===== src/rtl/clkctl_pkg.sv =====
package clkctl_pkg;

    localparam int DW = 32;

    // Word indices on the bus (byte offset >> 2)
    localparam int IDX_MODE  = 0;
    localparam int IDX_DIV0  = 1;
    localparam int IDX_DIV1  = 2;
    localparam int IDX_PLL0  = 4;
    localparam int IDX_PLL1  = 6;
    localparam int IDX_GATE0 = 8;
    localparam int IDX_CONST = 18;
    localparam int IDX_PM0   = 23;

    // Writable storage slots
    localparam int SLOT_MODE  = 0;
    localparam int SLOT_DIV0  = 1;
    localparam int SLOT_DIV1  = 2;
    localparam int SLOT_PLL0  = 3;
    localparam int SLOT_PLL1  = 4;
    localparam int SLOT_GATE0 = 5;

    localparam logic [DW-1:0] MODE_RST   = 32'h074b0b7d;
    localparam logic [DW-1:0] DIV0_RST   = 32'hff870b48;
    localparam logic [DW-1:0] DIV1_RST   = 32'h49fcfe7f;
    localparam logic [DW-1:0] PLL0_RST   = 32'h04001800;
    localparam logic [DW-1:0] PLL1_RST   = 32'h04043001;
    localparam logic [DW-1:0] PM0_RST    = 32'h80209828;
    localparam logic [DW-1:0] PM1_RST    = 32'h00aa0000;
    localparam logic [DW-1:0] MODE_MASK  = 32'h3b6fdfff;
    localparam logic [DW-1:0] MODE_FORCE = 32'h00000020;
    localparam logic [DW-1:0] DIV0_MASK  = 32'hff9f3fff;
    localparam logic [DW-1:0] PLL_MASK   = 32'hbfff3fff;
    localparam logic [DW-1:0] CONST_VAL  = 32'h00004040;

    typedef enum logic {ST_IDLE, ST_RESP} bus_state_e;

    function automatic logic [DW-1:0] slot_reset(input int s);
        case (s)
            SLOT_MODE: return MODE_RST;
            SLOT_DIV0: return DIV0_RST;
            SLOT_DIV1: return DIV1_RST;
            SLOT_PLL0: return PLL0_RST;
            SLOT_PLL1: return PLL1_RST;
            default:   return '1;
        endcase
    endfunction

    function automatic logic [DW-1:0] slot_mask(input int s);
        case (s)
            SLOT_MODE:            return MODE_MASK;
            SLOT_DIV0:            return DIV0_MASK;
            SLOT_PLL0, SLOT_PLL1: return PLL_MASK;
            default:              return '1;
        endcase
    endfunction

    function automatic logic [DW-1:0] slot_force(input int s);
        return (s == SLOT_MODE) ? MODE_FORCE : '0;
    endfunction

endpackage


===== src/rtl/clkctl_decode.sv =====
module clkctl_decode
    import clkctl_pkg::*;
#(
    parameter int ADDR_W = 12,
    parameter int N_GATE = 3,
    localparam int IDX_W  = ADDR_W - 2,
    localparam int N_SLOT = SLOT_GATE0 + N_GATE
) (
    input  logic [ADDR_W-1:0] addr,
    output logic [IDX_W-1:0]  idx,
    output logic              aligned,
    output logic [N_SLOT-1:0] wr_sel,
    output logic              rd_hit
);

    always_comb begin
        idx     = addr[ADDR_W-1:2];
        aligned = (addr[1:0] == 2'b00);
        wr_sel  = '0;
        wr_sel[SLOT_MODE] = (idx == IDX_W'(IDX_MODE));
        wr_sel[SLOT_DIV0] = (idx == IDX_W'(IDX_DIV0));
        wr_sel[SLOT_DIV1] = (idx == IDX_W'(IDX_DIV1));
        wr_sel[SLOT_PLL0] = (idx == IDX_W'(IDX_PLL0));
        wr_sel[SLOT_PLL1] = (idx == IDX_W'(IDX_PLL1));
        for (int g = 0; g < N_GATE; g++) begin
            wr_sel[SLOT_GATE0+g] = (idx == IDX_W'(IDX_GATE0 + g));
        end
        rd_hit = (|wr_sel) || (idx == IDX_W'(IDX_CONST)) || (idx == IDX_W'(IDX_PM0));
    end

endmodule


===== src/rtl/clkctl_store.sv =====
module clkctl_store
    import clkctl_pkg::*;
#(
    parameter int N_GATE = 3,
    localparam int N_SLOT = SLOT_GATE0 + N_GATE
) (
    input  logic                 clk,
    input  logic                 rst_n,
    input  logic [N_SLOT-1:0]    wr_en,
    input  logic [DW-1:0]        wdata,
    output logic [N_SLOT*DW-1:0] slots_q,
    output logic [DW-1:0]        pm0_q,
    output logic [DW-1:0]        pm1_q
);

    for (genvar s = 0; s < N_SLOT; s++) begin : g_slot
        always_ff @(posedge clk or negedge rst_n) begin
            if (!rst_n) begin
                slots_q[s*DW +: DW] <= slot_reset(s);
            end else if (wr_en[s]) begin
                slots_q[s*DW +: DW] <= (wdata & slot_mask(s)) | slot_force(s);
            end
        end
    end

    // Power-management words: loaded at reset, no bus write path
    always_ff @(posedge clk or negedge rst_n) begin
        if (!rst_n) begin
            pm0_q <= PM0_RST;
            pm1_q <= PM1_RST;
        end else begin
            pm0_q <= pm0_q;
            pm1_q <= pm1_q;
        end
    end

endmodule


===== src/rtl/clkctl_rdmux.sv =====
module clkctl_rdmux
    import clkctl_pkg::*;
#(
    parameter int ADDR_W = 12,
    parameter int N_GATE = 3,
    localparam int IDX_W  = ADDR_W - 2,
    localparam int N_SLOT = SLOT_GATE0 + N_GATE
) (
    input  logic [IDX_W-1:0]     idx,
    input  logic [N_SLOT-1:0]    sel,
    input  logic [N_SLOT*DW-1:0] slots_q,
    input  logic [DW-1:0]        pm0_q,
    output logic [DW-1:0]        rd_data
);

    always_comb begin
        rd_data = '0;
        for (int s = 0; s < N_SLOT; s++) begin
            if (sel[s]) rd_data = rd_data | slots_q[s*DW +: DW];
        end
        if (idx == IDX_W'(IDX_CONST)) rd_data = CONST_VAL;
        if (idx == IDX_W'(IDX_PM0))   rd_data = pm0_q;
    end

endmodule


===== src/rtl/clkctl_regbank.sv =====
module clkctl_regbank
    import clkctl_pkg::*;
#(
    parameter int ADDR_W = 12,
    parameter int N_GATE = 3
) (
    input  logic                 clk,
    input  logic                 rst_n,
    input  logic                 req_valid,
    output logic                 req_ready,
    input  logic [ADDR_W-1:0]    req_addr,
    input  logic                 req_we,
    input  logic [31:0]          req_wdata,
    output logic                 rsp_valid,
    output logic [31:0]          rsp_rdata,
    output logic                 rsp_err,
    output logic [31:0]          cfg_mode,
    output logic [31:0]          cfg_div0,
    output logic [31:0]          cfg_div1,
    output logic [31:0]          cfg_pll0,
    output logic [31:0]          cfg_pll1,
    output logic [32*N_GATE-1:0] cfg_gate,
    output logic [31:0]          cfg_pm0,
    output logic [31:0]          cfg_pm1
);

    localparam int IDX_W  = ADDR_W - 2;
    localparam int N_SLOT = SLOT_GATE0 + N_GATE;

    bus_state_e            state_q, state_d;
    logic [IDX_W-1:0]      idx;
    logic                  aligned, rd_hit, accept, wr_ok;
    logic [N_SLOT-1:0]     wr_sel, wr_en;
    logic [N_SLOT*DW-1:0]  slots_q;
    logic [DW-1:0]         mux_data, rdata_q;
    logic                  err_q;

    clkctl_decode #(.ADDR_W(ADDR_W), .N_GATE(N_GATE)) u_decode (
        .addr    (req_addr),
        .idx     (idx),
        .aligned (aligned),
        .wr_sel  (wr_sel),
        .rd_hit  (rd_hit)
    );

    clkctl_store #(.N_GATE(N_GATE)) u_store (
        .clk     (clk),
        .rst_n   (rst_n),
        .wr_en   (wr_en),
        .wdata   (req_wdata),
        .slots_q (slots_q),
        .pm0_q   (cfg_pm0),
        .pm1_q   (cfg_pm1)
    );

    clkctl_rdmux #(.ADDR_W(ADDR_W), .N_GATE(N_GATE)) u_rdmux (
        .idx     (idx),
        .sel     (wr_sel),
        .slots_q (slots_q),
        .pm0_q   (cfg_pm0),
        .rd_data (mux_data)
    );

    assign accept = req_valid && (state_q == ST_IDLE);
    assign wr_ok  = accept && req_we && aligned;
    assign wr_en  = wr_sel & {N_SLOT{wr_ok}};

    // State register
    always_ff @(posedge clk or negedge rst_n) begin
        if (!rst_n) state_q <= ST_IDLE;
        else        state_q <= state_d;
    end

    always_comb begin
        state_d = state_q;
        unique case (state_q)
            ST_IDLE: if (accept) state_d = ST_RESP;   // accept
            ST_RESP: state_d = ST_IDLE;               // respond_done
        endcase
    end

    // Response outputs, captured on acceptance
    always_ff @(posedge clk or negedge rst_n) begin
        if (!rst_n) begin
            rdata_q <= '0;
            err_q   <= 1'b0;
        end else if (accept) begin
            err_q   <= !aligned || (req_we ? !(|wr_sel) : !rd_hit);
            rdata_q <= (!req_we && aligned && rd_hit) ? mux_data : '0;
        end
    end

    assign req_ready = (state_q == ST_IDLE);
    assign rsp_valid = (state_q == ST_RESP);
    assign rsp_rdata = rdata_q;
    assign rsp_err   = err_q;

    assign cfg_mode = slots_q[SLOT_MODE*DW +: DW];
    assign cfg_div0 = slots_q[SLOT_DIV0*DW +: DW];
    assign cfg_div1 = slots_q[SLOT_DIV1*DW +: DW];
    assign cfg_pll0 = slots_q[SLOT_PLL0*DW +: DW];
    assign cfg_pll1 = slots_q[SLOT_PLL1*DW +: DW];
    assign cfg_gate = slots_q[N_SLOT*DW-1 : SLOT_GATE0*DW];

endmodule


===== config.mk =====
export PLATFORM = sky130hd
export DESIGN_NAME = clkctl_regbank
export DESIGN_NICKNAME = d
export VERILOG_FILES = /design/src/rtl/clkctl_pkg.sv /design/src/rtl/clkctl_decode.sv /design/src/rtl/clkctl_store.sv /design/src/rtl/clkctl_rdmux.sv /design/src/rtl/clkctl_regbank.sv
export SDC_FILE = /design/constraint.sdc
export NUM_CORES = 1
export LEC_CHECK = 0
export BUFFER_PORTS_ARGS = -buffer_cell sky130_fd_sc_hd__buf_2
export CORE_AREA = 2 2 185 187
export DETAILED_ROUTE_END_ITERATION = 8
export DIE_AREA = 0 0 187 189
export PLACE_DENSITY_LB_ADDON = 0.2
export SYNTH_ARGS = -nofsm -noshare
export SYNTH_HDL_FRONTEND = slang
export SYNTH_SLANG_ARGS = --single-unit

===== constraint.sdc =====
create_clock -name clk -period 2.9 [get_ports clk]
set_input_delay 0 -clock clk [delete_from_list [all_inputs] [get_ports clk]]
set_output_delay 0 -clock clk [all_outputs]
set_load 0.05 [all_outputs]

==> metrics.yaml <==
synthesis:
  synthCells: 1010
  synth_top_area_cell: "dfstp_2"
  yosys-mux-area-fraction: 0.253
  avgSynthCellArea_sq_um: 13.1
  synth-compound-area-share: 0.0780
  yosys_register_bits: 274
  syn_area_sq_um: 13200
  synthXorXnorAreaFrac: 0.000663
  synth_top_family_by_area: "multiplexers"
  synth_edf_count: 0
  seq_area_frac_synth: 0.534
  synth-async-reset-ratio: 1.00
  yosys.area.top_type_share: 0.316
  synth-main-ff-cell: "dfstp_2"
  yosys-top-cells-area: "dfstp_2 (32%), dfrtp_1 (22%), mux2_2 (18%)"
  yosysUniqueCellTypes: 62
  synthAdderAreaFrac: 0
  synthSimpleGateAreaFrac: 0.0614
  ys_warn_count: 0
placed_design:
  gp_congestion: 0.826
  io_buffer_count: 322
  dp_hpwl_microns: 33700
global_routing:
  grt_pass1_wl_microns: 70300
  antenna_found_initial: 0
  grt_max_degree: 96
  grt.total_usage: 0.268
  grt_overflow: 0
  grt_pass1_vias: 10271
routing:
  wl_met1_microns: 20400
  wl_microns: 48100
  drc: 0
  vias_per_cell: 5.39
  vias: 10106
  drtIter0Drc: 544
  firstDrtPassIters: 5
  ant_nets: 0
  wl_per_cell_microns: 25.7
  routed-wl-met2_microns: 23100
  dr_wl_met3_microns: 3490
  routed.top_layer: "met4"
timing:
  finalCritPeriodShare: 0.840
  setup_viol: 0
  hold_viol: 0
  fmax_mhz: 411
  tns_ps: 0
  slew_viol_final: 0
  slew_headroom: 0.447
  grt_setup_unrepaired: "no"
  worstMarginPinSlew_ps: 824
  hold_slack_ps: 11.0
  finalCriticalPeriod_ps: 2440
  finClkSkew_ps: 23.5
final_layout:
  drive_gt1_frac: 0.571
  final_common_cell: "buf_2"
  fillers: 3119
  antenna_cells: 0
  syn2layout_area_growth_pct: 26.5
  mostFrequentLayoutCells: "buf_2 (321), mux2_2 (213), dfstp_2 (159)"
  nNetsFinal: 1453
  finish.utilization: 0.502
cts:
  cts_buffers: 30
  clock_tree.buffer_depth: 3
  cts_tree: "built"
  clk_pin_slew_ps: 60
  root_buffer: "clkbuf_16"
  clock_latency_ps: 570
  post_cts_buffers: 0
  htreeDepth: 1
  cts.sinks: 274
die:
  core_area_sq_um: 33300
  die_area_sq_um: 35300
  die_w_microns: 187
  fp-row-count: 67
  boundaryPins: 403
  fp.dieH_microns: 189
  start_util: 0.397
worst_hold_path:
  hold_class: "in -> async"
outcome:
  outcome: "completed"
critical_path:
  required_ps: 3410
  crit_path_start_kind: "flop"
  critPathCaptureType: "flop"
  crit_arrival_ps: 2940
  crit_fanout: 6
  crit_type: "reg -> reg"
power_and_ir_drop:
  p_leak_nw: 8.29
  peakVddDrop_mv: 0.440
  powerDensity_nw_per_um2: 502
job:
  drv_cap: 0
==> synthesized netlist by cell type, types with 8 or more instances <==
cell and number:
mux2_2 213, dfstp_2 159, dfrtp_1 115, buf_4 86, mux2i_1 54, nand2_1 54, mux2_1 32, o21ai_0 27
buf_2 26, a22oi_1 20, nor2_1 20, clkbuf_1 18, a21oi_1 14, nor3_1 14, a221oi_1 12, o22ai_1 11
and3_1 10, o2bb2ai_1 10, nand3_1 9, a32oi_1 8
==> cells by family after synthesis <==
family	after synthesis
other cells	2
mux	301
flops	274
xor+xnor	1
compound gates	142
buf+inv	142
simple gates	148
==> final timing paths <==
kind	end	slack [ps]	start	cells after the start
hold / removal	u_store.slots_q[72]	10	rst_n	2
hold reg to reg	rsp_rdata[9]	470	rsp_rdata[9]	2
setup reg to reg	rsp_rdata[10]	460	rsp_valid	5
min in group clk	rsp_rdata[6]	110	req_addr[9]	6
max in group asynchronous	u_store.slots_q[213]	1890	rst_n	3
setup / recovery	rsp_rdata[10]	460	rsp_valid	5
==> metal layers <==
layer  global-route usage  up-vias
met5                    0        -
met4               0.0681        0
met3               0.0549       73
met2                0.450      458
met1                0.355     5212
li1                     -     4363
==> report_power, final <==
group / switching [mW] / internal [mW] / total [mW] / leakage (nW)
Sequential: 0.00568 / 3.84 / 3.85 / 3.24
Clock: 1.55 / 2.33 / 3.88 / 0.479
Combinational: 0.531 / 0.127 / 0.658 / 4.57
==> sequential cells by signal (all words and copies together) (netlist names) <==
name             flops
rsp_err              1
rsp_rdata           32
rsp_valid            1
u_store.slots_q    240
==> through the flow <==
stage / cells / cell area (sq um) / power [mW] / setup WS (ps)
final: 1876 / 16700 / 8.39 / 464
after global routing: 1876 / 16700 / 8.63 / 244
after CTS: 1876 / 16700 / 8.45 / 443
after detailed placement: 1780 / 15300 / 4.52 / 470
after global placement: 1780 / 15300 / 4.52 / 496
after floorplan: 1088 / 13500 / 4.36 / 515
==> what timing repair did <==
| action | 4_1_cts | 5_1_grt |
|---|---|---|
| hold buffers | 41 | 0 |
| setup endpoints to repair | 0 | 0 |
| hold endpoints to repair | 383 | 0 |
| resized for setup | 0 | 0 |
==> area by class of cell <==
| cell class | count | area [sq um] | share of cell area |
|---|---|---|---|
| well taps | 448 | 561 | 0.0336 |
| multi-input cells | 672 | 5530 | 0.331 |
| inverters | 4 | 15.0 | 0.000899 |
| repair buffers | 423 | 2560 | 0.153 |
| clock inverters | 5 | 100 | 0.00599 |
| clock buffers | 50 | 887 | 0.0531 |
| flip-flops and latches | 274 | 7060 | 0.422 |
==> worst max-delay path: stages (launching register included) <==
cell,delay [ps]
dfrtp_1,390
nand2b_2,230
or3_1,400
or4_1,770
a2111oi_0,420
a221o_1,170
Note: power is estimated with default switching activity, not from simulation.
